`src/rtl/edo_pkg.sv`:
```
package edo_pkg;

    typedef enum logic [1:0] {
        WM_EARLY   = 2'b00,
        WM_DELAYED = 2'b01,
        WM_RMW     = 2'b10,
        WM_SPARE   = 2'b11
    } wmode_e;

    typedef enum logic [3:0] {
        S_PAUSE,
        S_INIT_PRE,
        S_INIT_RAS,
        S_PRE,
        S_IDLE,
        S_RSET,
        S_RCD,
        S_CSET,
        S_CAS_W,
        S_CAS_RD,
        S_OE_OFF,
        S_DSET,
        S_WE_LOW
    } seq_state_e;

    function automatic int unsigned umax(input int unsigned a, input int unsigned b);
        return (a > b) ? a : b;
    endfunction

endpackage

```
`src/rtl/edo_phase_timer.sv`:
```
module edo_phase_timer #(
    parameter int unsigned CW      = 16,
    parameter logic [CW-1:0] RST_VAL = '0
) (
    input  logic          clk,
    input  logic          rst_n,
    input  logic          load,
    input  logic [CW-1:0] load_val,
    output logic          done
);
    logic [CW-1:0] cnt;

    always_ff @(posedge clk) begin
        if (!rst_n)
            cnt <= RST_VAL;
        else if (load)
            cnt <= load_val;
        else if (cnt != '0)
            cnt <= cnt - 1'b1;
    end

    assign done = (cnt == '0);

    // the counter moves down by one per cycle unless it is reloaded
    AST_TIMER_STEPS: assert property (@(posedge clk) disable iff (!rst_n)
        (!load && cnt != '0) |=> (cnt == $past(cnt) - 1'b1));
endmodule

```
`src/rtl/edo_addr_mux.sv`:
```
module edo_addr_mux #(
    parameter int unsigned ROW_W = 12,
    parameter int unsigned COL_W = 11
) (
    input  logic [ROW_W+COL_W-1:0] word_addr,
    input  logic [ROW_W-1:0]       refresh_row,
    input  logic                   sel_col,
    input  logic                   sel_ref,
    output logic [ROW_W-1:0]       pin_addr
);
    localparam int unsigned PAD = ROW_W - COL_W;

    always_comb begin
        if (sel_ref)
            pin_addr = refresh_row;
        else if (sel_col)
            pin_addr = {{PAD{1'b0}}, word_addr[COL_W-1:0]};
        else
            pin_addr = word_addr[ROW_W+COL_W-1:COL_W];
    end
endmodule

```
`src/rtl/edo_dram_seq.sv`:
```
module edo_dram_seq
    import edo_pkg::*;
#(
    parameter int unsigned CLK_MHZ     = 50,
    parameter int unsigned PAUSE_US    = 200,
    parameter int unsigned INIT_CYCLES = 8,
    parameter int unsigned ROW_W       = 12,
    parameter int unsigned COL_W       = 11,
    parameter int unsigned DW          = 72,
    parameter int unsigned T_RP        = 3,
    parameter int unsigned T_RAS       = 4,
    parameter int unsigned T_ASR       = 1,
    parameter int unsigned T_RCD       = 2,
    parameter int unsigned T_ASC       = 1,
    parameter int unsigned T_CAS       = 2,
    parameter int unsigned T_WCS       = 2,
    parameter int unsigned T_DS        = 1,
    parameter int unsigned T_DH        = 2,
    parameter int unsigned T_WP        = 2,
    parameter int unsigned T_AA        = 3,
    parameter int unsigned T_CAC       = 2,
    parameter int unsigned T_ACP       = 4,
    parameter int unsigned T_CWD       = 3,
    parameter int unsigned T_OEZ       = 2
) (
    input  logic                   clk,
    input  logic                   rst_n,
    input  logic                   host_req,
    input  logic                   host_wr,
    input  logic [1:0]             host_mode,
    input  logic [ROW_W+COL_W-1:0] host_addr,
    input  logic [DW-1:0]          host_wdata,
    output logic [DW-1:0]          host_rdata,
    output logic                   host_ack,
    output logic                   init_done,
    output logic                   dram_ras_n,
    output logic                   dram_cas_n,
    output logic                   dram_we_n,
    output logic                   dram_oe_n,
    output logic [ROW_W-1:0]       dram_addr,
    output logic [DW-1:0]          dram_dq_out,
    output logic                   dram_dq_oe,
    input  logic [DW-1:0]          dram_dq_in
);
    localparam int unsigned AW        = ROW_W + COL_W;
    localparam int unsigned PAUSE_CYC = CLK_MHZ * PAUSE_US;
    localparam int unsigned CW        = $clog2(PAUSE_CYC + 256);
    localparam int unsigned ICW       = $clog2(INIT_CYCLES + 1);
    localparam int unsigned T_ACC     = umax(umax(T_AA, T_CAC), T_ACP);
    localparam int unsigned T_EWSU    = umax(T_WCS, T_DS);
    localparam int unsigned T_EWHD    = umax(T_CAS, T_DH);
    localparam int unsigned T_RMWRD   = umax(T_ACC, T_CWD);
    localparam int unsigned T_WLOW    = umax(T_WP, T_DH);

    seq_state_e    state, state_nx;
    logic          tdone;
    logic [CW-1:0] tload_val;
    logic [ICW-1:0] init_cnt;
    logic [AW-1:0] op_addr;
    logic          op_wr;
    wmode_e        op_mode;
    logic [DW-1:0] op_wdata;
    logic          op_early, op_rmw, last_init;
    logic          sel_col, sel_ref;

    assign op_early  = op_wr && (op_mode == WM_EARLY);
    assign op_rmw    = op_wr && (op_mode == WM_RMW);
    assign last_init = (init_cnt == ICW'(INIT_CYCLES - 1));

    // next-state logic
    always_comb begin
        state_nx = state;
        unique case (state)
            S_PAUSE:    if (tdone) state_nx = S_INIT_PRE;
            S_INIT_PRE: if (tdone) state_nx = S_INIT_RAS;
            S_INIT_RAS: if (tdone) state_nx = last_init ? S_PRE : S_INIT_PRE;
            S_PRE:      if (tdone) state_nx = S_IDLE;
            S_IDLE:     if (host_req && init_done) state_nx = S_RSET;
            S_RSET:     if (tdone) state_nx = S_RCD;
            S_RCD:      if (tdone) state_nx = S_CSET;
            S_CSET:     if (tdone) state_nx = op_early ? S_CAS_W : S_CAS_RD;
            S_CAS_W:    if (tdone) state_nx = S_PRE;
            S_CAS_RD:   if (tdone) state_nx = op_wr ? S_OE_OFF : S_PRE;
            S_OE_OFF:   if (tdone) state_nx = S_DSET;
            S_DSET:     if (tdone) state_nx = S_WE_LOW;
            S_WE_LOW:   if (tdone) state_nx = S_PRE;
            default:    state_nx = S_PAUSE;
        endcase
    end

    // phase length of the state being entered, minus one
    always_comb begin
        unique case (state_nx)
            S_INIT_PRE, S_PRE: tload_val = CW'(T_RP - 1);
            S_INIT_RAS:        tload_val = CW'(T_RAS - 1);
            S_RSET:            tload_val = CW'(T_ASR - 1);
            S_RCD:             tload_val = CW'(T_RCD - 1);
            S_CSET:            tload_val = op_early ? CW'(T_EWSU - 1) : CW'(T_ASC - 1);
            S_CAS_W:           tload_val = CW'(T_EWHD - 1);
            S_CAS_RD:          tload_val = !op_wr ? CW'(T_ACC - 1)
                                         : (op_rmw ? CW'(T_RMWRD - 1) : CW'(T_CWD - 1));
            S_OE_OFF:          tload_val = CW'(T_OEZ - 1);
            S_DSET:            tload_val = CW'(T_DS - 1);
            S_WE_LOW:          tload_val = CW'(T_WLOW - 1);
            default:           tload_val = '0;
        endcase
    end

    edo_phase_timer #(.CW(CW), .RST_VAL(CW'(PAUSE_CYC - 1))) u_timer (
        .clk      (clk),
        .rst_n    (rst_n),
        .load     (state_nx != state),
        .load_val (tload_val),
        .done     (tdone)
    );

    // state register and per-access latches
    always_ff @(posedge clk) begin
        if (!rst_n) begin
            state      <= S_PAUSE;
            init_cnt   <= '0;
            init_done  <= 1'b0;
            host_ack   <= 1'b0;
            host_rdata <= '0;
            op_addr    <= '0;
            op_wr      <= 1'b0;
            op_mode    <= WM_EARLY;
            op_wdata   <= '0;
        end else begin
            state    <= state_nx;
            host_ack <= (state_nx == S_PRE) && (state != S_PRE) && (state != S_INIT_RAS);
            if (state == S_INIT_RAS && tdone) begin
                init_cnt <= init_cnt + 1'b1;
                if (last_init) init_done <= 1'b1;
            end
            if (state == S_IDLE && state_nx == S_RSET) begin
                op_addr  <= host_addr;
                op_wr    <= host_wr;
                op_mode  <= wmode_e'(host_mode);
                op_wdata <= host_wdata;
            end
            if (state == S_CAS_RD && tdone && (!op_wr || op_rmw))
                host_rdata <= dram_dq_in;
        end
    end

    // strobe and bus outputs
    always_comb begin
        dram_ras_n = 1'b1;
        dram_cas_n = 1'b1;
        dram_we_n  = 1'b1;
        dram_oe_n  = 1'b1;
        dram_dq_oe = 1'b0;
        sel_col    = 1'b0;
        sel_ref    = 1'b0;
        unique case (state)
            S_PAUSE, S_PRE, S_IDLE, S_RSET: ;
            S_INIT_PRE: sel_ref = 1'b1;
            S_INIT_RAS: begin sel_ref = 1'b1; dram_ras_n = 1'b0; end
            S_RCD:      dram_ras_n = 1'b0;
            S_CSET: begin
                dram_ras_n = 1'b0; sel_col = 1'b1;
                dram_we_n  = !op_early;
                dram_dq_oe = op_early;
            end
            S_CAS_W: begin
                dram_ras_n = 1'b0; dram_cas_n = 1'b0; sel_col = 1'b1;
                dram_we_n  = 1'b0; dram_dq_oe = 1'b1;
            end
            S_CAS_RD: begin
                dram_ras_n = 1'b0; dram_cas_n = 1'b0; sel_col = 1'b1;
                dram_oe_n  = op_wr && !op_rmw;
            end
            S_OE_OFF: begin
                dram_ras_n = 1'b0; dram_cas_n = 1'b0; sel_col = 1'b1;
            end
            S_DSET: begin
                dram_ras_n = 1'b0; dram_cas_n = 1'b0; sel_col = 1'b1;
                dram_dq_oe = 1'b1;
            end
            S_WE_LOW: begin
                dram_ras_n = 1'b0; dram_cas_n = 1'b0; sel_col = 1'b1;
                dram_we_n  = 1'b0; dram_dq_oe = 1'b1;
            end
            default: ;
        endcase
    end

    assign dram_dq_out = op_wdata;

    edo_addr_mux #(.ROW_W(ROW_W), .COL_W(COL_W)) u_amux (
        .word_addr   (op_addr),
        .refresh_row (ROW_W'(init_cnt)),
        .sel_col     (sel_col),
        .sel_ref     (sel_ref),
        .pin_addr    (dram_addr)
    );

    AST_NO_ACK_BEFORE_INIT: assert property (@(posedge clk) disable iff (!rst_n)
        !init_done |-> (!host_ack && dram_cas_n));
    AST_REFRESH_NO_CAS: assert property (@(posedge clk) disable iff (!rst_n)
        (state == S_INIT_RAS) |-> (dram_cas_n && !dram_ras_n));
    AST_EARLY_DATA_AT_CAS: assert property (@(posedge clk) disable iff (!rst_n)
        ($fell(dram_cas_n) && !dram_we_n) |-> (dram_dq_oe && $past(!dram_we_n)));
    AST_DELAYED_OE_HIGH: assert property (@(posedge clk) disable iff (!rst_n)
        (!dram_cas_n && op_wr && !op_rmw) |-> dram_oe_n);
    AST_RMW_OE_GAP: assert property (@(posedge clk) disable iff (!rst_n)
        $rose(dram_dq_oe) && !dram_cas_n |-> $past(dram_oe_n));
    AST_ACK_PULSE: assert property (@(posedge clk) disable iff (!rst_n)
        host_ack |=> !host_ack);
    AST_NO_BUS_FIGHT: assert property (@(posedge clk) disable iff (!rst_n)
        dram_dq_oe |-> (dram_oe_n && !dram_ras_n));
endmodule

```
`config.mk`:
```
export PLATFORM = sky130hd
export DESIGN_NAME = edo_dram_seq
export DESIGN_NICKNAME = d
export VERILOG_FILES = /design/src/rtl/edo_pkg.sv /design/src/rtl/edo_phase_timer.sv /design/src/rtl/edo_addr_mux.sv /design/src/rtl/edo_dram_seq.sv
export SDC_FILE = /design/constraint.sdc
export NUM_CORES = 1
export LEC_CHECK = 0
export ABC_CLOCK_PERIOD_IN_PS = 3700
export BUFFER_PORTS_ARGS = -buffer_cell sky130_fd_sc_hd__buf_2
export CAP_MARGIN = 20
export CORE_AREA = 2 2 131 133
export DETAILED_ROUTE_END_ITERATION = 7
export DIE_AREA = 0 0 133 135
export GPL_TIMING_DRIVEN = 0
export PLACE_DENSITY = 0.91
export REMOVE_ABC_BUFFERS = 1
export SETUP_SLACK_MARGIN = 0.15
export SLEW_MARGIN = 20
export SYNTH_ARGS = -nofsm -noshare
export SYNTH_HDL_FRONTEND = slang
export SYNTH_SLANG_ARGS = --single-unit
```
`constraint.sdc`:
```
create_clock -name clk -period 3.7 [get_ports clk]
set_clock_uncertainty 0.05 [all_clocks]
set_input_delay 0.555 -clock clk [delete_from_list [all_inputs] [get_ports clk]]
set_output_delay 0.555 -clock clk [all_outputs]
set_load 0.02 [all_outputs]
```
; Yosys cells after proc, flatten, opt, wreduce, memory -nomap -nowiden
; Index checks and enable logic that the tools add are counted.
[totals]
ram_bits = 0
register_bits = 194
out_inout_bits = 163
latchBits = 0
rom_bits = 0
mem_count = 0
word_cells = 98
[op_classes]
n_lt_le_gt_ge = 0
addsub = 2
n_mux = 31
n_eq_ne = 27
mul = 0
n_div = 0
shift = 0
bitwise = 0
reduce_logical = 28
[ops]
columns = operator, n
row1 = 2-to-1 mux 4 bit, 13
row2 = one-hot mux 4 bit (12 select lines), 1
row3 = "== test 4 bit, second input constant", 9
row4 = "== test 4 x 3 -> 1 bit, second input constant", 8
row5 = 2-to-1 mux 14 bit, 2
row6 = 2-to-1 mux 12 bit, 2
row7 = "== test 4 x 2 -> 1 bit, second input constant", 4
row8 = logical NOT 14 bit, 1
row9 = nonzero test 14 bit, 1
row10 = "subtractor 14 x 1 -> 14 bit, second input constant", 1
row11 = logical AND 1 bit, 10
row12 = one-hot mux 2 bit (5 select lines), 1
row13 = 2-to-1 mux 1 bit, 9
row14 = "== test 4 x 1 -> 1 bit, second input constant", 2
row15 = "inequality test 4 x 2 -> 1 bit, second input constant", 2
row16 = OR reduction 8 bit, 1
row17 = OR reduction 2 bit, 3
row18 = OR reduction 6 bit, 1
row19 = OR reduction 5 bit, 1
row20 = "adder 4 x 1 -> 4 bit, second input constant", 1
row21 = logical NOT 4 bit, 1
row22 = inequality test 4 bit, 1
row23 = one-hot mux 1 bit (2 select lines), 2
row24 = OR reduction 4 bit, 1
row25 = 8 further kinds, 10

; Depth between registers and ports, before layout
; Gate-level depths: netlist of the first run.
[logic_depth]
word_depth = 9
mapped_depth = 10

; By module
; A second synthesis of the first run with hierarchy kept.
[unflattened]
cells_unflattened = 990
area_unflattened_um2 = 8212.9
[by_module_without_submodules]
columns = mod, instances, area_each_um2, cells_per_inst, seq_area_each_um2
row1 = edo_dram_seq, 1, 7135.6, 857, 3603.5
row2 = edo_phase_timer, 1, 837.1, 95, 280.3
row3 = edo_addr_mux, 1, 240.2, 38, 0.0

; Least setup slack after synthesis of the first run
; Ideal clock, no wire load.
[synth_timing]
path_kind = reg2out
from = reg state[2]
to = out dram_addr[2]
path_stages_with_launch = 8
arrival_time_ps = 1832
slack_ps = 1263
n_path_buf = 2
t_required_ps = 3095
path_cell_list = dfxtp_1 -> buf_2 -> o21ai_0 -> and2_1 -> a31oi_2 -> buf_4 -> mux2i_1 -> o21ai_0
[synth_between]
elab_chain_len = 5
word_cells_on_any_way = 14
classes_between = eq/ne (8) / mux (4) / reduce/logical (2)
[synth_lines]
columns = element, line
row1 = "start, declared", edo_dram_seq.sv:55  ; seq_state_e state, state_nx;
row2 = "start signal, assigned", edo_dram_seq.sv:130  ; state <= state_nx;
row3 = == test 4 bit / == test 4 x 3 -> 1 bit (equally long branches), edo_dram_seq.sv:156  ; unique case (state)
row4 = OR reduction 6 bit (no line), -
row5 = 2-to-1 mux 1 bit, edo_dram_seq.sv:156
row6 = 2-to-1 mux 12 bit, edo_addr_mux.sv:16  ; else if (sel_col)
row7 = 2-to-1 mux 12 bit *, edo_addr_mux.sv:14  ; if (sel_ref)
row8 = "end, declared", edo_dram_seq.sv:40  ; output logic [ROW_W-1:0] dram_addr,
; Mark *: on every way between the ends. The rest lies on a longest branch, timed or not.

; Worst setup path in the final report of the first run
[layout_timing]
from = reg state[0]
to = out dram_addr[0]
; Same word-level chain as after synthesis.

==> out/results.tsv, run 1 <==
metric	value	unit
fin. max-slew vios	0	
DRC	0	
worst-path cell with the longest stage delay	dfxtp_1	
clock share of power	0.451	
Total Routed Length	22.03	mm
drt first-iter violations	453	
met1 WL	8.373	mm
total overflow reported by the global router	0	
crit path DAT	2.63	ns
initial antenna violation count	4	
first-pass GRT wire length	34.64	mm
Final Core Density	0.6388	
ranking of synthesized cells by area	dfxtp_1 49%, nand2_1 17%, a21boi_0 11%, a21boi_1 4.8%, clkbuf_1 1.8%	
drt wl/cell	14.82	um
Max Freq	308.8	MHz
most common cell in the netlist	nand2_1	
mapped cell area	7974	um^2
All-Layer GR Usage	0.2391	
H-Tree Depth	4	
routed wl met2	11.08	mm
final period utilization	0.8753	
Seq cells post-synth	194	
outcome	finished, final reports clean	
Storage cell area	3885	um^2
CP dominant cell by count	o21ai_0	
CTS tree	yes	
clk_lat worst skew	0.42	ns
final worst path period need	3.238	ns
CP Capture Type	output port	
area occupied by multi-input gates	3796	um^2
# fillers	1283	
P_int	0.003203	W
post-route ant nets	0	
asr flop ratio synth	0	
Post-CTS Hold Buffers	0	
vias per cell	5.045	
Max Used Layer	met4	
I/O pin cnt	336	
Synth Area per Inst	8.358	um^2
peak supply drop	0.3338	mV
LEAKAGE	4.519	nW
maximum fanout along the worst path	18	
max_cap viols	0	
Synth warnings	0	
Rows	47	
Seq pwr share	0.508	
clk root buf	clkbuf_16	
TritonCTS Buffers	17	
Seq/Total Area, Yosys	0.4871	
Worst-path clk slew	0.07	ns
pin count of the biggest net entering global routing	104	
DR pass1 iterations	5	
Worst path max stage delay	0.76	ns
DP Wirelength	15.92	mm
RSZ-0062 raised after global routing	no	
Critical Path Source Type	flop	
Cell Chain, Critical Path	o21ai_0 > and2_1 > a31oi_4 > mux2i_1 > o21ai_0 > buf_2	
sw frac	0.2242	
PwrDens	393.9	nW/um^2
nets@finish	1427	
Sink Count	194	
Sw Pwr	0.0009254	W
WS Path Type	reg -> out	
CP top delay family	compound AO/OA/AOI/OAI gates	
Hold Violations, Final	0	
Hold Crit Class	in -> reg	
Port Buffer Count	335	
unique cell type count in the Yosys netlist	62	
combinational fraction of design power	0.041	
Die ar.	17960	um^2
post-synth top area cell	dfxtp_1	
Die W	133	um
vias in the first global route	7224	
Least-Margin Pin Slew	0.6813	ns
initial core utilization	0.4860	
Worst Path Buf+Inv	1	
CP required	3.09	ns
Area Growth Syn to Fin	31.43	%
# setup viols final	0	
layout cells sized above 1	0.3141	
vias	7502	
Yosys top cell area share	0.4871	
commonest cells in the netlist	358 x nand2_1, 194 x dfxtp_1, 119 x a21boi_0, 51 x a21boi_1, 39 x clkbuf_1	
Bufs on Longest Clock Path	2	
cell count after synthesis	954	
Slew headroom	0.5443	
setup tns final	0	ns
number of synthesized flops with an enable pin	0	
commonest register cell after synthesis	dfxtp_1	
Die Height	135	um
RePlAce Congestion	0.8453	
DR WL met3	1.748	mm
Core ar.	16410	um^2
[final cells by class]
class	count	share of cell area
Antenna cell	3	0.0007163
Sequential cell	194	0.3707
Inverter	6	0.002149
Multi-Input combinational cell	686	0.3622
Tap cell	220	0.02627
Clock inverter	12	0.01325
Timing Repair Buffer	346	0.1802
Clock buffer	20	0.04453
[kinds of logic after synthesis]
logic type / synth area share
AO/OA/AOI/OAI: 0.1993
XOR/XNOR: 0.01757
adder cells (fa/ha/maj): 0.004708
buffers and inverters: 0.04095
flip-flops: 0.4871
multiplexers: 0.01757
AND/OR/NAND/NOR: 0.2329
[worst reg2reg max path, delay by kind of cell (launching register included)]
kind | cells | cell delay [ns]
AND/OR/NAND/NOR | 6 | 1.98
flip-flops | 1 | 0.66
[cell usage in the layout (no fill, tap or decap), types with 3 or more instances in the layout]
cell       netlist  final
clkbuf_16        0     17
a21boi_1        51     51
nor2b_1          4      4
a21oi_1          5      5
clkbuf_8         1      3
buf_16           0      3
nand3_1          5      5
diode_2          0      3
dfxtp_1        194    193
and3_1           3      3
xnor2_1          4      4
a31oi_1          3      3
inv_8            0      3
and2_1           7      7
o21ai_1          4      4
buf_8            0      5
nor3_1           5      4
o21ai_0         13     13
ha_1             3      3
a21boi_0       119    119
nand2_1        358    358
mux2i_1         14     14
clkinv_4         0      3
xor2_1          12     12
inv_1            6      6
nor2_1          26     26
buf_2           25    334
[layer usage]
metal  vias to the layer above  global-route usage
met5                         -                   0
met4                         0              0.1243
met3                        59             0.07695
met2                       295              0.4200
met1                      3424              0.2584
li1                       3724                   -
[repair_timing]
action | in CTS | in global routing
pin swaps | 0 | 0
setup buffers | 0 | 0
gates resized for setup | 1 | 1
endpoints found under the setup margin | 2 | 1
[final timing paths]
path	startpoint	end	slack (ns)	cells after the start
setup / recovery	state[0]$_SDFF_PN0_	dram_addr[0]	0.46	6
hold / removal	dram_dq_in[34]	host_rdata[34]$_SDFFE_PN0P_	0.31	3
setup reg to reg	state[2]$_SDFF_PN0_	u_timer.cnt[12]$_SDFFE_PN0P_	0.90	6
hold reg to reg	host_rdata[36]$_SDFFE_PN0P_	host_rdata[36]$_SDFFE_PN0P_	0.40	2
[stage by stage]
stage	total power (W)	hold WS, ns	setup slack (ns)	cell area [um^2]	instances
after CTS	0.004155	0.2934	0.3965	10470	1484
after floorplan	0.002191	0.3891	-0.9772	7670	886
final	0.004128	0.3125	0.4615	10480	1487
after detailed placement	0.002313	0.3895	0.5919	9857	1452
after global routing	0.004258	0.3022	0.2001	10480	1487
after global placement	0.002315	0.3832	-3.200	9622	1441
[power groups by stage]
stage | Clock (W) | Sequential [W] | Combinational [W]
2_1_floorplan | 0 | 0.00214 | 0.0000472
3_3_place_gp | 0 | 0.00215 | 0.000169
3_5_place_dp | 0 | 0.00215 | 0.000167
4_1_cts | 0.00189 | 0.00210 | 0.000169
5_1_grt | 0.00198 | 0.00210 | 0.000184
6_report | 0.00186 | 0.00210 | 0.000170
[registers in the layout, summed over array words and instances, names as in the netlist]
name and cells:
op_addr 23, host_rdata 72, op_mode 2, dram_dq_out 72, u_timer.cnt 14, init_cnt 4, init_done 1, host_ack 1
op_wr 1, state 4
(Power assumes the default switching activity.)
==> inputs of run 2 (changes only) <==
--- a/config.mk
+++ b/config.mk
@@ -8,11 +8,12 @@
 export ABC_CLOCK_PERIOD_IN_PS = 3700
 export BUFFER_PORTS_ARGS = -buffer_cell sky130_fd_sc_hd__buf_2
 export CAP_MARGIN = 20
-export CORE_AREA = 2 2 131 133
+export CORE_ASPECT_RATIO = 1.75
+export CORE_UTILIZATION = 47
 export DETAILED_ROUTE_END_ITERATION = 7
-export DIE_AREA = 0 0 133 135
 export GPL_TIMING_DRIVEN = 0
-export PLACE_DENSITY = 0.91
+export HOLD_SLACK_MARGIN = 0.15
+export PLACE_DENSITY = 0.89
 export REMOVE_ABC_BUFFERS = 1
 export SETUP_SLACK_MARGIN = 0.15
 export SLEW_MARGIN = 20
==> out/results.tsv, run 2 (same netlist as run 1, synthesis figures left out) <==
metric	value	unit
peak supply drop	0.3005	mV
Bufs on Longest Clock Path	2	
Rows	62	
Worst-path clk slew	0.07	ns
Least-Margin Pin Slew	0.7209	ns
commonest non-fill, non-tap cell in the layout	nand2_1	
Cells on Worst Hold Path	3	
max_cap viols	0	
total overflow reported by the global router	0	
postcts setup bufs	0	
first-pass GRT wire length	33.36	mm
WS Path Type	reg -> out	
DR pass1 iterations	4	
Total Routed Length	21.50	mm
maximum fanout along the worst path	18	
CP required	3.09	ns
Hold Crit Class	in -> reg	
Hold Violations, Final	0	
vias	7504	
Sink Count	194	
Area after DPL	9858	um^2
Post-CTS Hold Buffers	0	
Area Growth Syn to Fin	30.60	%
crit path DAT	2.72	ns
All-Layer GR Usage	0.2421	
LEAKAGE	4.484	nW
DP Wirelength	15.46	mm
most frequent cells in the layout	358 x nand2_1, 334 x buf_2, 193 x dfxtp_1, 119 x a21boi_0, 51 x a21boi_1	
I/O pin cnt	336	
drt first-iter violations	370	
fin. max-slew vios	0	
drt wl/cell	14.45	um
Critical Path Source Type	flop	
RSZ-0062 raised after global routing	no	
PwrDens	385.7	nW/um^2
DR WL met3	1.526	mm
pin count of the biggest net entering global routing	102	
initial core utilization	0.4826	
Max Used Layer	met5	
Die W	100.5	um
layout cells sized above 1	0.3112	
RePlAce Congestion	0.8388	
H-Tree Depth	4	
cell area after layout	10410	um^2
outcome	finished, final reports clean	
clk_lat worst skew	0.44	ns
vias in the first global route	7008	
TritonCTS Buffers	17	
Port Buffer Count	335	
Slew headroom	0.5188	
routed wl met2	11.18	mm
CP Capture Type	output port	
nets@finish	1427	
# setup viols final	0	
final worst path period need	3.330	ns
post-route ant nets	0	
setup tns final	0	ns
worst r2r path cells	8	
met1 WL	7.971	mm
clk root buf	clkbuf_16	
DRC	0	
initial antenna violation count	3	
Max Freq	300.3	MHz
Die ar.	17510	um^2
vias per cell	5.043	
CTS tree	yes	
Core ar.	16520	um^2
Die Height	174.3	um
final period utilization	0.9000	
-- run 2: changes by cell type in the layout (fill, tap and decap cells not counted), sizes merged --
cell      previous run  this run
diode                3         1
inv                 11         8
clkinv               4         5
clkinvlp             2         3
-- run 2: path summary, 6_finish.rpt --
kind	from	endpoint	slack, ns
worst max-delay path	state[0]$_SDFF_PN0_	dram_addr[3]	0.37
worst min-delay path	dram_dq_in[25]	host_rdata[25]$_SDFFE_PN0P_	0.30
worst max register to register	state[2]$_SDFF_PN0_	dram_dq_out[62]$_SDFFE_PN0P_	0.89
worst min register to register	host_rdata[28]$_SDFFE_PN0P_	host_rdata[28]$_SDFFE_PN0P_	0.40
-- run 2: per-stage QoR --
step	power, W	hold WS [ns]	setup slack, ns	util	std cells
CTS	0.004047	0.2808	0.3469	0.6300	1487
global placement	0.002316	0.3835	-3.087	0.5826	1445
detailed placement	0.002313	0.3893	0.6019	0.5966	1456
global route	0.004141	0.2936	0.1938	0.6302	1488
finish	0.004017	0.3039	0.3701	0.6302	1488
floorplan	0.002191	0.3891	-0.9772	-	886
-- run 2: final cells by class --
cell class / instances / area [um^2]
Sequential cell: 194 / 3885
Tap cell: 224 / 280.3
Clock inverter: 11 / 106.4
Fill cell: 1370 / 6110
Clock buffer: 20 / 436.7
Inverter: 6 / 22.52
Multi-Input combinational cell: 686 / 3796
Timing Repair Buffer: 346 / 1884
Antenna cell: 1 / 2.502
-- run 2: timing repair --
item                                    4_1_cts  5_1_grt
pin swaps                                     0        0
endpoints found under the setup margin        3        2
gates resized for setup                       1        1
-- run 2: power breakdown --
group	leakage [nW]	switching [W]	internal (W)
registers	1.56	0.00000727	0.00209
clock network	0.257	0.000821	0.000929
logic	2.66	0.0000665	0.000103
-- run 2: metal layers --
layer	global-route usage	up-vias
li1	-	3724
met1	0.2468	3407
met2	0.4346	308
met3	0.06594	61
met4	0.1377	4
met5	0	-
-- run 2: worst max-delay path, cell delays in order, from the launching register on --
cell and delay (ns):
dfxtp_1 0.79, o21ai_0 0.18, and2_1 0.24, a31oi_4 0.50, mux2i_1 0.14, o21ai_0 0.21, buf_2 0.23
